$ cat src/rtl/pmf_pkg.sv
package pmf_pkg;
  localparam int WORD_W = 16;
  localparam int FLAG_W = 3;
  localparam int PAGE_W = 12;
  localparam logic [FLAG_W-1:0] FLAGS_VACANT = 3'd6;

  typedef enum logic [1:0] {
    OP_SET_MAP = 2'b00,
    OP_SET_FLG = 2'b01,
    OP_GET_FLG = 2'b10,
    OP_NONE    = 2'b11
  } pmf_op_e;

  function automatic logic status_of(input logic [FLAG_W-1:0] f);
    return (f == 3'd2) || (f == 3'd3) || (f == 3'd7);
  endfunction

  function automatic logic [WORD_W-1:0] pack_entry(input logic [PAGE_W-1:0] page,
                                                   input logic [FLAG_W-1:0] f);
    return {page[7:0], status_of(f), f, page[11:8]};
  endfunction

  function automatic logic [PAGE_W-1:0] entry_page(input logic [WORD_W-1:0] w);
    return {w[3:0], w[15:8]};
  endfunction

  function automatic logic [FLAG_W-1:0] entry_flags(input logic [WORD_W-1:0] w);
    return w[6:4];
  endfunction
endpackage

$ cat src/rtl/pmf_store.sv
module pmf_store #(
  parameter int ADDR_W = 8,
  parameter int DATA_W = 16
) (
  input  logic              clk,
  input  logic              rst,
  input  logic              rd_en,
  input  logic [ADDR_W-1:0] addr,
  input  logic              we,
  input  logic [DATA_W-1:0] wdata,
  output logic [DATA_W-1:0] rdata
);
  localparam int DEPTH = 1 << ADDR_W;

  logic [DATA_W-1:0] mem [DEPTH];
  logic [DEPTH-1:0]  live;
  logic [DATA_W-1:0] q_raw;
  logic              q_live;

  // RAM body: no reset, registered read, so it maps to block RAM
  always_ff @(posedge clk) begin
    if (we) mem[addr] <= wdata;
    if (rd_en) q_raw <= mem[addr];
  end

  // Per-entry valid bits give the all-zero table after reset
  always_ff @(posedge clk) begin
    if (rst) begin
      live   <= '0;
      q_live <= 1'b0;
    end else begin
      if (we) live[addr] <= 1'b1;
      if (rd_en) q_live <= live[addr];
    end
  end

  assign rdata = q_live ? q_raw : '0;

  assert_no_rw_clash_R10: assert property (@(posedge clk) disable iff (rst)
    !(rd_en && we));
endmodule

$ cat src/rtl/pmf_entry_fmt.sv
module pmf_entry_fmt
  import pmf_pkg::*;
(
  input  pmf_op_e           op,
  input  logic [PAGE_W-1:0] req_page,
  input  logic [FLAG_W-1:0] req_flags,
  input  logic [WORD_W-1:0] old_word,
  output logic [WORD_W-1:0] new_word,
  output logic [FLAG_W-1:0] old_flags,
  output logic [PAGE_W-1:0] old_page
);
  logic [FLAG_W-1:0] kept_flags;

  assign old_flags  = entry_flags(old_word);
  assign old_page   = entry_page(old_word);
  assign kept_flags = (old_flags == FLAGS_VACANT) ? FLAGS_VACANT : req_flags;

  always_comb begin
    if (op == OP_SET_MAP) new_word = pack_entry(req_page, req_flags);
    else                  new_word = pack_entry(old_page, kept_flags);
  end
endmodule

$ cat src/rtl/pmf_ctrl.sv
module pmf_ctrl
  import pmf_pkg::*;
#(
  parameter int ADDR_W = 8
) (
  input  logic              clk,
  input  logic              rst,
  input  logic              cmd_valid,
  input  logic [1:0]        cmd_op,
  input  logic [15:0]       cmd_vpage,
  input  logic [15:0]       cmd_rpage,
  input  logic [15:0]       cmd_flags,
  input  logic [WORD_W-1:0] rd_word,
  input  logic [WORD_W-1:0] new_word,
  input  logic [FLAG_W-1:0] old_flags,
  input  logic [PAGE_W-1:0] old_page,
  output pmf_op_e           op_q,
  output logic [PAGE_W-1:0] page_q,
  output logic [FLAG_W-1:0] flags_q,
  output logic [ADDR_W-1:0] ram_addr,
  output logic              ram_rd,
  output logic              ram_we,
  output logic              busy,
  output logic              done,
  output logic [FLAG_W-1:0] res_flags,
  output logic [15:0]       res_page,
  output logic [15:0]       res_word
);
  typedef enum logic [1:0] {ST_IDLE, ST_READ, ST_WRITE} st_e;
  st_e state;

  logic [15:0] vrot;
  logic        accept;
  logic        unused_bits;

  assign vrot        = {cmd_vpage[7:0], cmd_vpage[15:8]};
  assign unused_bits = ^{vrot, cmd_rpage[15:PAGE_W], cmd_flags[15:FLAG_W]};
  assign accept      = (state == ST_IDLE) && cmd_valid && (pmf_op_e'(cmd_op) != OP_NONE);
  assign ram_rd      = (state == ST_READ);
  assign ram_we      = (state == ST_WRITE) && (op_q != OP_GET_FLG);
  assign busy        = (state != ST_IDLE);

  always_ff @(posedge clk) begin
    if (rst) begin
      state     <= ST_IDLE;
      op_q      <= OP_NONE;
      page_q    <= '0;
      flags_q   <= '0;
      ram_addr  <= '0;
      done      <= 1'b0;
      res_flags <= '0;
      res_page  <= '0;
      res_word  <= '0;
    end else begin
      done <= 1'b0;
      unique case (state)
        ST_IDLE: if (accept) begin
          op_q     <= pmf_op_e'(cmd_op);
          ram_addr <= vrot[ADDR_W-1:0];
          page_q   <= cmd_rpage[PAGE_W-1:0];
          flags_q  <= cmd_flags[FLAG_W-1:0];
          state    <= ST_READ;
        end
        ST_READ: state <= ST_WRITE;
        default: begin
          if (op_q != OP_SET_MAP) begin
            res_word  <= rd_word;
            res_flags <= old_flags;
            res_page  <= {{(16-PAGE_W){1'b0}}, old_page};
          end
          done  <= 1'b1;
          state <= ST_IDLE;
        end
      endcase
    end
  end

  assert_done_pulse_R10: assert property (@(posedge clk) disable iff (rst)
    done |=> !done);
  assert_done_after_busy_R10: assert property (@(posedge clk) disable iff (rst)
    done |-> ($past(busy) && $past(busy, 2) && !busy));
  assert_busy_holds_cmd_R11: assert property (@(posedge clk) disable iff (rst)
    busy |=> ($stable(op_q) && $stable(ram_addr) && $stable(flags_q)));
  assert_vacant_kept_R7: assert property (@(posedge clk) disable iff (rst)
    (ram_we && op_q == OP_SET_FLG && old_flags == FLAGS_VACANT) |-> new_word[6:4] == FLAGS_VACANT);
  assert_page_kept_R6: assert property (@(posedge clk) disable iff (rst)
    (ram_we && op_q == OP_SET_FLG) |-> (new_word[15:8] == rd_word[15:8] && new_word[3:0] == rd_word[3:0]));
  assert_status_bit_R5: assert property (@(posedge clk) disable iff (rst)
    ram_we |-> (new_word[7] == (new_word[6:4] == 3'd2 || new_word[6:4] == 3'd3 || new_word[6:4] == 3'd7)));
  assert_results_only_on_done_R9: assert property (@(posedge clk) disable iff (rst)
    !$stable(res_word) |-> done);
endmodule

$ cat src/rtl/pmf_map_unit.sv
module pmf_map_unit
  import pmf_pkg::*;
#(
  parameter int ADDR_W = 8
) (
  input  logic        clk,
  input  logic        rst,
  input  logic        cmd_valid,
  input  logic [1:0]  cmd_op,
  input  logic [15:0] cmd_vpage,
  input  logic [15:0] cmd_rpage,
  input  logic [15:0] cmd_flags,
  output logic        busy,
  output logic        done,
  output logic [2:0]  res_flags,
  output logic [15:0] res_page,
  output logic [15:0] res_word
);
  pmf_op_e           op_q;
  logic [PAGE_W-1:0] page_q;
  logic [FLAG_W-1:0] flags_q;
  logic [ADDR_W-1:0] ram_addr;
  logic              ram_rd, ram_we;
  logic [WORD_W-1:0] rd_word, new_word;
  logic [FLAG_W-1:0] old_flags;
  logic [PAGE_W-1:0] old_page;

  pmf_ctrl #(.ADDR_W(ADDR_W)) u_ctrl (
    .clk(clk), .rst(rst), .cmd_valid(cmd_valid), .cmd_op(cmd_op),
    .cmd_vpage(cmd_vpage), .cmd_rpage(cmd_rpage), .cmd_flags(cmd_flags),
    .rd_word(rd_word), .new_word(new_word), .old_flags(old_flags), .old_page(old_page),
    .op_q(op_q), .page_q(page_q), .flags_q(flags_q), .ram_addr(ram_addr),
    .ram_rd(ram_rd), .ram_we(ram_we), .busy(busy), .done(done),
    .res_flags(res_flags), .res_page(res_page), .res_word(res_word)
  );

  pmf_entry_fmt u_fmt (
    .op(op_q), .req_page(page_q), .req_flags(flags_q), .old_word(rd_word),
    .new_word(new_word), .old_flags(old_flags), .old_page(old_page)
  );

  pmf_store #(.ADDR_W(ADDR_W), .DATA_W(WORD_W)) u_store (
    .clk(clk), .rst(rst), .rd_en(ram_rd), .addr(ram_addr),
    .we(ram_we), .wdata(new_word), .rdata(rd_word)
  );
endmodule

$ cat config.mk
export PLATFORM = sky130hd
export DESIGN_NAME = pmf_map_unit
export DESIGN_NICKNAME = d
export VERILOG_FILES = /design/src/rtl/pmf_pkg.sv /design/src/rtl/pmf_store.sv /design/src/rtl/pmf_entry_fmt.sv /design/src/rtl/pmf_ctrl.sv /design/src/rtl/pmf_map_unit.sv
export SDC_FILE = /design/constraint.sdc
export NUM_CORES = 2
export LEC_CHECK = 0
export BUFFER_PORTS_ARGS = -buffer_cell sky130_fd_sc_hd__buf_2
export CORE_MARGIN = 3
export CORE_UTILIZATION = 45
export CTS_CLUSTER_DIAMETER = 60
export DETAILED_ROUTE_END_ITERATION = 8
export PLACE_DENSITY = 0.64
export REMOVE_ABC_BUFFERS = 1
export SLEW_MARGIN = 15
export SYNTH_ARGS = -nofsm -noshare
export SYNTH_HDL_FRONTEND = slang
export SYNTH_SLANG_ARGS = --single-unit
export TNS_END_PERCENT = 20
$ cat constraint.sdc
create_clock -name clk -period 27.3 [get_ports clk]
set_input_delay 6.825 -clock clk [delete_from_list [all_inputs] [get_ports clk]]
set_output_delay 6.825 -clock clk [all_outputs]
set_load 0.02 [all_outputs]
==> metrics.md <==
| Metric | Value |
|---|---|
| Status | complete, no violations |
| Largest cells by area after synthesis | edfxtp_1 (73%), mux4_2 (18%), dfxtp_1 (3.6%) |
| Peak VDD IR | 0.0524 mV |
| Wire length per cell | 32.7 um |
| IO buf count | 60 |
| Num ports | 90 |
| Post-synth cell types | 53 |
| Clk pin slew, worst setup/hold paths | 0.06 ns |
| Slew headroom | 0.0854 |
| Worst setup EP type | output port |
| Placed instance area | 177000 um2 |
| Pwr dens | 73.7 nW/um2 |
| Rows | 224 |
| Vias in the first global route | 81700 |
| Final Skew | 0.0314 ns |
| Post-Synth XOR/XNOR Area | 0 |
| Fin. max-slew vios | 0 |
| Flops & latches, synth | 4413 |
| Clock Latency Late Sink | 0.97 ns |
| CTS Buf Count | 428 |
| Hold buffer count at cts | 0 |
| Fillers | 28600 |
| Synth Area in Compound Gates | 0.0157 |
| Hold Startpoint | u_ctrl.page_q[3] |
| Synth warn | 0 |
| Core ar. | 372000 um2 |
| Routability cong. | 0.876 |
| Worst r2r path cells | 11 |
| Worst r2r dst | u_store.q_raw[3] |
| Fraction of layout cells with a size suffix above 1 | 0.320 |
| HPWL after DPL | 248000 um |
| Hold Path Cell Cnt | 2 |
| Nets | 8060 |
| Finished Layout Cells | 13400 |
| Wire length of the first global-routing pass | 618000 um |
| Die Ht | 618 um |
| Mux cell area share after synthesis | 0.181 |
| Final Instance Area | 191000 um2 |
| Register Area | 130000 um2 |
| Placed insts | 12500 |
| Seq/Total Area, Yosys | 0.768 |
| Reg2reg start | u_ctrl.ram_addr[0] |
| Setup tns final | 0 ns |
| Critical path launch point type | register |
| Synth Area per Inst | 22.1 um2 |
| Worst Hold Class | reg2reg |
| Pre-antenna DRT Iters | 7 |
| Post-synthesis adder-cell area fraction | 0 |
| H-tree depth | 5 |
| Vias per cell | 6.11 |
| Clock buffer depth | 4 |
| Worst R2R Setup Slack | 19.52 ns |
| Leakage | 59.7 nW |
| First DRT Iteration DRCs | 12000 |
| Clock Sinks | 4413 |
| Area occupied by multi-input gates | 37800 um2 |
| Critical path, cell by cell | nor2_1 > inv_1 > buf_2 |
| Overall routed net length | 437000 um |
| Slew @ Worst Pin | 1.37 ns |
| CTS tree | built |
| Post-DRT Antenna Nets | 0 |
| RSZ-0062 raised after global routing | no |
| CP max stage cell | dfxtp_1 |
| Die ar. | 382000 um2 |
| Critical Path Max Stage Delay | 0.36 ns |
| Vias after detailed routing | 81600 |
| Tightest hold margin | 0.461 ns |
| Synth top area share | 0.733 |
| Buffer count from post-CTS setup fixing | 0 |
| CP max FO | 6 |
| Total GRT Usage | 0.227 |
| Main combinational cell family by area after synthesis | multiplexers |
| Clock Root Buffer | clkbuf_16 |
| Number of flops mapped to enable cells by yosys | 4112 |
| Final min period | 8.54 ns |
| Final hold viol count | 0 |
| Yosys top cell by area | edfxtp_1 |
| Largest net degree at the start of global routing | 217 |
| Initial antenna violation count | 28 |
| Setup CP Type | reg2out |
| Final setup viols | 0 |
| Total grt overflow | 0 |
| DRC Markers | 0 |
| Period utilization | 0.313 |
| Max Fclk | 117 MHz |
| Setup WS pre-CTS | 18.53 ns |
| Critical path data required time | 20.48 ns |
| Initial core utilization | 0.452 |
| Most used flip-flop cell after synthesis | edfxtp_1 |
| Post-Synth Simple-Gate Area | 0.0214 |
| # Max-Cap Violations | 0 |
| Async SR Flop Fraction | 0 |
| CTS resizes | 0 |
| Cells after Synth | 7609 |
| Mapped Area | 169000 um2 |
| Die Wd | 618 um |
| Final worst slack | 18.76 ns |
| Area Growth Syn to Fin | 13.2% |
| Hold Path End | u_ctrl.page_q[3] |
| WP data arrival | 1.72 ns |
==> worst max-delay path: cells and delay by family (launching register included) <==
family | cells | cell delay, ns
DFF | 1 | 0.36
and+or+nand+nor | 1 | 0.20
buffers and inverters | 2 | 0.20
==> power breakdown <==
part / total, mW / internal, mW / leakage (nW) / switching (mW)
logic: 0.739 / 0.257 / 11.8 / 0.482
registers: 7.44 / 7.43 / 41.1 / 0.00890
clock network: 5.88 / 3.35 / 6.76 / 2.52
total: 14.1 / 11.0 / 59.7 / 3.01
==> cell usage after synthesis, types with 5 or more instances <==
cell type  number
mux4_2       1328
buf_2         125
clkbuf_1      207
a311oi_1        5
edfxtp_1     4112
a22oi_1        91
buf_1          52
nor2_1        622
a22o_1         10
nor3_1          6
nand3_1        33
a211oi_1        9
a221oi_1        9
mux2_2          8
dfxtp_1       301
nand4_1        11
nand2b_1        5
o22ai_1        11
nand2_1       183
mux2i_1        47
buf_4          56
inv_1           5
a21oi_1       253
o21ai_0        24
buf_6          22
nor2b_1        20
==> worst max path at each step <==
stage,startpoint,endpoint,slack [ns],depth (start not counted)
floorplan,u_ctrl.ram_addr[0],u_store.mem[239][0],-31.11,2
global placement,rst,u_store.live[153],18.63,3
detailed placement,rst,u_store.live[153],18.53,3
CTS,u_ctrl.state[1],busy,18.68,3
global route,u_ctrl.state[1],busy,18.62,3
finish,u_ctrl.state[1],busy,18.76,3
==> area by class of cell <==
type	instances	area share
Clock inverter	260	0.0132
Timing Repair Buffer	427	0.0172
Sequential cell	4413	0.679
Multi-Input combinational cell	2730	0.198
Antenna cell	4	0.0000525
Tap cell	4972	0.0326
Clock buffer	539	0.0598
Inverter	7	0.000177
==> cells by family after synthesis <==
| group | Yosys count |
|---|---|
| buffers and inverters | 469 |
| AND/OR/NAND/NOR | 903 |
| multiplexers | 1383 |
| other | 1 |
| AO/OA/AOI/OAI | 440 |
| flip-flops | 4413 |
==> cell usage in the layout (no fill, tap or decap), types with 7 or more instances in the layout <==
cell,netlist,layout
nand3_1,33,29
dfxtp_1,301,295
clkinvlp_4,0,23
edfxtp_1,4112,4112
clkinv_2,0,72
a22oi_1,91,91
a211oi_1,9,9
nor2_1,622,372
nand4_1,11,11
mux4_2,1328,1328
clkinv_1,1,95
buf_2,125,59
buf_12,0,14
a21oi_1,253,253
nor2_4,0,35
clkbuf_1,207,91
inv_6,0,9
mux2_2,8,8
buf_4,56,349
a221oi_1,9,9
o21ai_0,24,11
clkbuf_8,0,12
clkinv_8,0,7
clkbuf_16,0,436
nor2b_1,20,18
nor2_2,0,215
mux2i_1,47,47
bufinv_16,0,41
nand2_1,183,171
o22ai_1,11,11
o21ai_4,0,13
nand2_2,0,12
a22o_1,10,10
==> sequential cells by signal, indices dropped and copies added, names as in the netlist <==
| name | flops |
|---|---|
| u_ctrl.done | 1 |
| u_ctrl.flags_q | 3 |
| u_ctrl.op_q | 2 |
| u_ctrl.page_q | 12 |
| u_ctrl.ram_addr | 8 |
| u_ctrl.res_page | 1 |
| u_ctrl.res_word | 15 |
| u_ctrl.state | 2 |
| u_store.live | 256 |
| u_store.mem | 4096 |
| u_store.q_live | 1 |
| u_store.q_raw | 16 |
==> per-stage QoR <==
stage	utilization	power, mW
3_5_place_dp	0.474	8.33
3_3_place_gp	0.474	8.31
2_1_floorplan	-	8.80
4_1_cts	0.512	14.1
5_1_grt	0.512	14.4
6_report	0.512	14.1
==> metal layers <==
layer  wire (um)  track usage
met5          57            0
met4       18800       0.0887
met3       42800       0.0501
met2      206000        0.352
met1      169000        0.318
Note: power is estimated with default switching activity, not from simulation.
